--- src/rtl/udma_rx_pkg.sv ---
package udma_rx_pkg;
    parameter int unsigned WORD_W = 16;
    typedef logic [WORD_W-1:0] word_t;
endpackage

--- src/rtl/udma_rx_sync.sv ---
// Two-flop synchroniser for a vector of independent asynchronous bits.
module udma_rx_sync #(
    parameter int unsigned       WIDTH     = 1,
    parameter logic [WIDTH-1:0]  RESET_VAL = '0
) (
    input  logic             clk,
    input  logic             rst_n,
    input  logic [WIDTH-1:0] async_i,
    output logic [WIDTH-1:0] sync_o
);
    typedef struct packed {
        logic [WIDTH-1:0] s1;
        logic [WIDTH-1:0] s2;
    } sync_t;

    sync_t sync_d, sync_q;

    always_comb begin
        sync_d    = sync_q;
        sync_d.s1 = async_i;
        sync_d.s2 = sync_q.s1;
    end

    always_ff @(posedge clk or negedge rst_n) begin
        if (!rst_n) begin
            sync_q.s1 <= RESET_VAL;
            sync_q.s2 <= RESET_VAL;
        end else begin
            sync_q <= sync_d;
        end
    end

    assign sync_o = sync_q.s2;
endmodule

--- src/rtl/udma_rx_fifo.sv ---
// Word FIFO with an occupancy count; any depth of 2 or more.
module udma_rx_fifo
    import udma_rx_pkg::*;
#(
    parameter  int unsigned DEPTH = 8,
    localparam int unsigned LW    = $clog2(DEPTH + 1)
) (
    input  logic          clk,
    input  logic          rst_n,
    input  logic          push,
    input  word_t         wr_data,
    input  logic          pop,
    output word_t         rd_data,
    output logic          empty,
    output logic          full,
    output logic [LW-1:0] level
);
    localparam int unsigned   AW      = (DEPTH > 1) ? $clog2(DEPTH) : 1;
    localparam logic [AW-1:0] LAST    = AW'(DEPTH - 1);
    localparam logic [LW-1:0] DEPTH_L = LW'(DEPTH);

    typedef struct packed {
        logic [AW-1:0] wp;
        logic [AW-1:0] rp;
        logic [LW-1:0] level;
    } fifo_t;

    fifo_t fifo_d, fifo_q;
    word_t mem_q [DEPTH];
    logic  do_push, do_pop;

    always_comb begin
        fifo_d  = fifo_q;
        do_push = push && (fifo_q.level != DEPTH_L);
        do_pop  = pop && (fifo_q.level != '0);
        if (do_push) fifo_d.wp = (fifo_q.wp == LAST) ? '0 : fifo_q.wp + 1'b1;
        if (do_pop)  fifo_d.rp = (fifo_q.rp == LAST) ? '0 : fifo_q.rp + 1'b1;
        case ({do_push, do_pop})
            2'b10:   fifo_d.level = fifo_q.level + 1'b1;
            2'b01:   fifo_d.level = fifo_q.level - 1'b1;
            default: fifo_d.level = fifo_q.level;
        endcase
    end

    always_ff @(posedge clk or negedge rst_n) begin
        if (!rst_n) fifo_q <= fifo_t'('0);
        else        fifo_q <= fifo_d;
    end

    always_ff @(posedge clk) begin
        if (do_push) mem_q[fifo_q.wp] <= wr_data;
    end

    assign rd_data = mem_q[fifo_q.rp];
    assign empty   = (fifo_q.level == '0);
    assign full    = (fifo_q.level == DEPTH_L);
    assign level   = fifo_q.level;

    assert_level_bound_R9: assert property (@(posedge clk) disable iff (!rst_n)
        fifo_q.level <= DEPTH_L);
    assert_empty_ptrs_R9: assert property (@(posedge clk) disable iff (!rst_n)
        (fifo_q.level == '0) |-> (fifo_q.wp == fifo_q.rp));
endmodule

--- src/rtl/udma_out_rx.sv ---
// Device-side receiver for host-to-device Ultra DMA bursts.
module udma_out_rx
    import udma_rx_pkg::*;
#(
    parameter int unsigned DEPTH  = 8,
    parameter int unsigned CNT_W  = 16,
    parameter int unsigned MARGIN = 2
) (
    input  logic              clk,
    input  logic              rst_n,
    input  logic              strobe_in,
    input  logic              stop_in,
    input  logic [WORD_W-1:0] data_in,
    output logic [WORD_W-1:0] word_data,
    output logic              word_valid,
    input  logic              word_ready,
    output logic              dev_ready,
    output logic              burst_active,
    output logic [CNT_W-1:0]  word_count,
    output logic              overflow
);
    localparam int unsigned   LW       = $clog2(DEPTH + 1);
    localparam logic [LW-1:0] DEPTH_L  = LW'(DEPTH);
    localparam logic [LW-1:0] MARGIN_L = LW'(MARGIN);

    typedef struct packed {
        logic             strb_prev;
        logic             active;
        logic [CNT_W-1:0] count;
        logic             ovf;
    } ctl_t;

    ctl_t          ctl_d, ctl_q;
    logic [1:0]    sync_w;
    logic          stop_s, strb_s;
    logic          strb_change, burst_start, capture, push, drop, pop;
    logic          fifo_empty, fifo_full;
    logic [LW-1:0] level;

    // STOP resets to asserted so that no burst is seen during reset.
    udma_rx_sync #(.WIDTH(2), .RESET_VAL(2'b10)) u_sync (
        .clk     (clk),
        .rst_n   (rst_n),
        .async_i ({stop_in, strobe_in}),
        .sync_o  (sync_w)
    );
    assign stop_s = sync_w[1];
    assign strb_s = sync_w[0];

    always_comb begin
        strb_change = strb_s ^ ctl_q.strb_prev;
        burst_start = !ctl_q.active && !stop_s;
        capture     = ctl_q.active && strb_change;
        push        = capture && !fifo_full;
        drop        = capture && fifo_full;

        ctl_d           = ctl_q;
        ctl_d.strb_prev = strb_s;
        ctl_d.active    = !stop_s;
        if (burst_start) begin
            ctl_d.count = '0;
            ctl_d.ovf   = 1'b0;
        end else begin
            if (push) ctl_d.count = ctl_q.count + 1'b1;
            if (drop) ctl_d.ovf   = 1'b1;
        end
    end

    always_ff @(posedge clk or negedge rst_n) begin
        if (!rst_n) ctl_q <= ctl_t'('0);
        else        ctl_q <= ctl_d;
    end

    udma_rx_fifo #(.DEPTH(DEPTH)) u_fifo (
        .clk     (clk),
        .rst_n   (rst_n),
        .push    (push),
        .wr_data (data_in),
        .pop     (pop),
        .rd_data (word_data),
        .empty   (fifo_empty),
        .full    (fifo_full),
        .level   (level)
    );

    assign word_valid   = !fifo_empty;
    assign pop          = word_valid && word_ready;
    assign dev_ready    = (DEPTH_L - level) > MARGIN_L;
    assign burst_active = ctl_q.active;
    assign word_count   = ctl_q.count;
    assign overflow     = ctl_q.ovf;

    assert_hold_R9: assert property (@(posedge clk) disable iff (!rst_n)
        (word_valid && !word_ready) |=> (word_valid && $stable(word_data)));
    assert_count_clear_R6: assert property (@(posedge clk) disable iff (!rst_n)
        $rose(burst_active) |-> (word_count == '0));
    assert_idle_count_R5: assert property (@(posedge clk) disable iff (!rst_n)
        !burst_active |=> (burst_active || $stable(word_count)));
    assert_ovf_sticky_R8: assert property (@(posedge clk) disable iff (!rst_n)
        (overflow && burst_active) |=> overflow);
    assert_ready_R7: assert property (@(posedge clk) disable iff (!rst_n)
        !dev_ready |-> word_valid);
endmodule

--- config.mk ---
export PLATFORM = sky130hd
export DESIGN_NAME = udma_out_rx
export DESIGN_NICKNAME = d
export VERILOG_FILES = /design/src/rtl/udma_rx_pkg.sv /design/src/rtl/udma_rx_sync.sv /design/src/rtl/udma_rx_fifo.sv /design/src/rtl/udma_out_rx.sv
export SDC_FILE = /design/constraint.sdc
export NUM_CORES = 1
export LEC_CHECK = 0
export ABC_AREA = 1
export CAP_MARGIN = 15
export CORE_ASPECT_RATIO = 1.5
export CORE_MARGIN = 1.5
export CORE_UTILIZATION = 59
export DETAILED_ROUTE_END_ITERATION = 7
export DONT_BUFFER_PORTS = 1
export PLACE_DENSITY = 0.86
export REMOVE_ABC_BUFFERS = 1
export SETUP_SLACK_MARGIN = 0.5
export SLEW_MARGIN = 25
export SYNTH_ARGS = -nofsm -noshare
export SYNTH_HDL_FRONTEND = slang
export SYNTH_SLANG_ARGS = --single-unit
export TNS_END_PERCENT = 50
--- constraint.sdc ---
create_clock -name clk -period 3.2 [get_ports clk]
set_input_delay 0.64 -clock clk [delete_from_list [all_inputs] [get_ports clk]]
set_output_delay 0.64 -clock clk [all_outputs]
set_load 0.1 [all_outputs]
==> results.yml <==
run_status:
  outcome: "finished, final reports clean"
critical_path:
  cp_cell_sequence: "clkinv_1 -> nand2_1 -> nand2_1 -> buf_12"
  crit_arrival_ns: 1.98
  worstRegToRegCells: 12
  crit_family: "buffers and inverters"
  cp-start-kind: "flip-flop"
  crit_start: "u_fifo.fifo_q[6]"
  path_max_fanout: 17
  crit_cells: 4
  end_kind: "output pin"
  cpMostUsedCell: "nand2_1"
  slowest_stage: "clkinv_1"
  critPathKind: "reg -> out"
  critical_path.n_buffers_inverters: 2
  rrSetupSlack_ns: 0.65
  endpoint: "word_data[8]"
  reg2reg_to: "u_fifo.level[2]"
  r2r_start: "u_fifo.level[0]"
  worstPathRequired_ns: 2.56
  critPathMaxStageDelay_ns: 0.58
synth:
  muxShareOfSynthArea_pct: 0
  synth_cell_types: 38
  synth_area_sq_um: 7120
  synth-compound-area-share_pct: 8.56
  synth-simple-area-share_pct: 17.3
  synthFlopType: "edfxtp_1"
  synth_common_cells: "134 x nor2_1, 128 x edfxtp_1, 109 x nand2_1"
  syn_area_per_cell_sq_um: 10.6
  synth_largest_area_cell: "edfxtp_1"
  seq_area_frac_synth_pct: 65.6
  synthAdderAreaFrac_pct: 1.76
  synth_top_family_by_area: "simple AND/OR/NAND/NOR gates"
  synth_edf_count: 128
  yosysWarnings: 0
  ys_ff_latch: 161
  synth_most_common_cell: "nor2_1"
  synth.area.top_cells: "edfxtp_1 54%, dfrtp_1 11%, nor2_1 7.1%, o21ai_0 7.0%, nand2_1 5.7%"
  yosysTopAreaCellShare_pct: 54.0
  async_flop_share_pct: 20.5
  netlist_instances: 673
  synth_xor_area_share_pct: 0.615
detailed_routing:
  dr.pass1.iters: 7
  drc: 0
  num_vias: 5075
  wl_um: 16000
  drt_iter0_markers: 467
  ant_nets: 0
  vias_per_cell: 5.90
  wire_per_inst_um: 18.6
floorplanning:
  dieArea_sq_um: 12700
  rows: 49
  initial_core_util_pct: 59.9
  io_pins: 57
  dieWidth_um: 92.7
  core_area_sq_um: 11900
  die_h_um: 138
global_route:
  antenna_found_initial: 0
  grt_pass1_vias: 4943
  grtUsageTotal_pct: 25.2
  grt_overflow: 0
  grt_max_degree: 65
  grt_pass1_wl_um: 24000
clock_network:
  htreeDepth: 4
  clk_pin_slew_ns: 0.06
  cts_tree: "yes"
  root_buffer: "clkbuf_16"
  clkSinkCount: 161
  clock_latency_ns: 0.42
  numCtsBuffers: 17
  postCtsSetupBuffers: 0
  cts_max_path_buffers: 2
timing:
  maxSlewHeadroom_pct: 28.9
  rsz0062_at_grt: "yes"
  finalHoldViolCount: 0
  final.setup.worst_slack_ns: 0.582
  fmaxAchievable_mhz: 382
  setup_viol: 0
  fin_skew_ns: 0.0100
  slew_violations: 0
  worst_slew_pin_slew_ns: 1.07
  fin_setup_tns_ns: 0
  fin_crit_sh_pct: 81.8
  finalCriticalPeriod_ns: 2.62
power:
  p_leak_nw: 3.21
  power.density_nw_per_um2: 1100
  ir_drop_mv: 0.749
  total_power_mw: 9.03
layout:
  fin_area_sq_um: 8250
  instances_no_fill: 860
  area_growth_pct: 15.8
  nets: 725
  layout-drive-gt1-share_pct: 13.6
  antenna_cells: 0
placement:
  pre_cts_slack_ns: 0.750
  dp.cells: 826
  routabilityCongestion: 0.853
  placed_area_sq_um: 7580
  dpl.hpwl_um: 9370
  port_buffers: 0
job:
  drv_cap: 0
min_path:
  hp-class: "in -> async"
[sequential cells by signal, indices dropped and copies added (netlist names)]
name,count
overflow,1
u_sync.sync_d,2
u_fifo.mem_q,128
ctl_q,1
burst_active,1
u_fifo.fifo_q,6
word_count,16
u_sync.sync_o,2
u_fifo.level,4
[cell type report]
type | instances | area [sq um]
Clock inverter | 15 | 171
Tap cell | 153 | 191
Fill cell | 762 | 3650
Sequential cell | 161 | 4670
Inverter | 42 | 160
Timing Repair Buffer | 46 | 613
Multi-Input combinational cell | 426 | 2010
Clock buffer | 17 | 425
[metal layers]
metal	share of wire (%)	track usage [%]
met4	3.1	12.0
met5	0	0
met2	54	45.3
met1	34	27.8
met3	8.7	6.24
[worst register-to-register path: cells and delay by family (launching register included)]
family | cells | cell delay, ns
AOI/OAI and AO/OA | 2 | 0.32
and+or+nand+nor | 4 | 0.55
DFF | 1 | 0.42
adders and majority gates | 3 | 0.78
xor gates and xnor gates | 1 | 0.17
buffers and inverters | 2 | 0.18
[timing repair]
item                       CTS  global route
resized for setup            2             4
setup endpoints to repair   15            10
gates cloned                 0             1
hold endpoints to repair    31             0
hold buffers                 1             0
[power breakdown]
group | internal (mW) | leakage (nW) | switching [mW] | total (mW)
sequential | 2.49 | 1.58 | 0.161 | 2.65
clock | 1.11 | 0.288 | 0.890 | 2.00
combinational | 1.35 | 1.34 | 3.03 | 4.38
total | 4.95 | 3.21 | 4.08 | 9.03
[how the worst min path moves through the flow]
| stage | startpoint | endpoint | slack, ns | cells after the start |
|---|---|---|---|---|
| after detailed placement | u_sync.sync_d[0] | u_sync.sync_o[0] | 0.33 | 0 |
| final | rst_n | word_count[13] | 0.04 | 1 |
| after CTS | rst_n | word_count[8] | 0.04 | 1 |
| after floorplan | u_sync.sync_d[0] | u_sync.sync_o[0] | 0.33 | 0 |
| after global routing | rst_n | word_count[15] | 0.04 | 1 |
| after global placement | u_sync.sync_d[0] | u_sync.sync_o[0] | 0.33 | 0 |
[cell usage in the layout (no fill, tap or decap), drive strengths merged]
cell,count
buf,44
ha,10
nand2,113
bufinv,1
clkbuf,19
clkinvlp,2
o21ai,113
or2,1
xor2,3
o211ai,1
dfstp,2
nand4,12
o21a,1
xnor2,2
inv,49
edfxtp,128
nand3,24
nor2,138
nor3b,1
nor3,1
and2,1
clkinv,5
a21oi,5
dfrtp,31
[through the flow]
| stage | hold WS (ns) | utilization [%] |
|---|---|---|
| floorplan | 0.331 | - |
| global placement | 0.334 | 63.8 |
| detailed placement | 0.335 | 63.8 |
| CTS | 0.0412 | 69.0 |
| global route | 0.0424 | 69.3 |
| finish | 0.0411 | 69.3 |
[logic make-up after synthesis]
kind of cell | Yosys count
AOI/OAI and AO/OA | 120
xor gates and xnor gates | 5
adders and majority gates | 10
buffers and inverters | 86
DFF | 161
and+or+nand+nor | 291
Power figures use the tool's default switching activity.
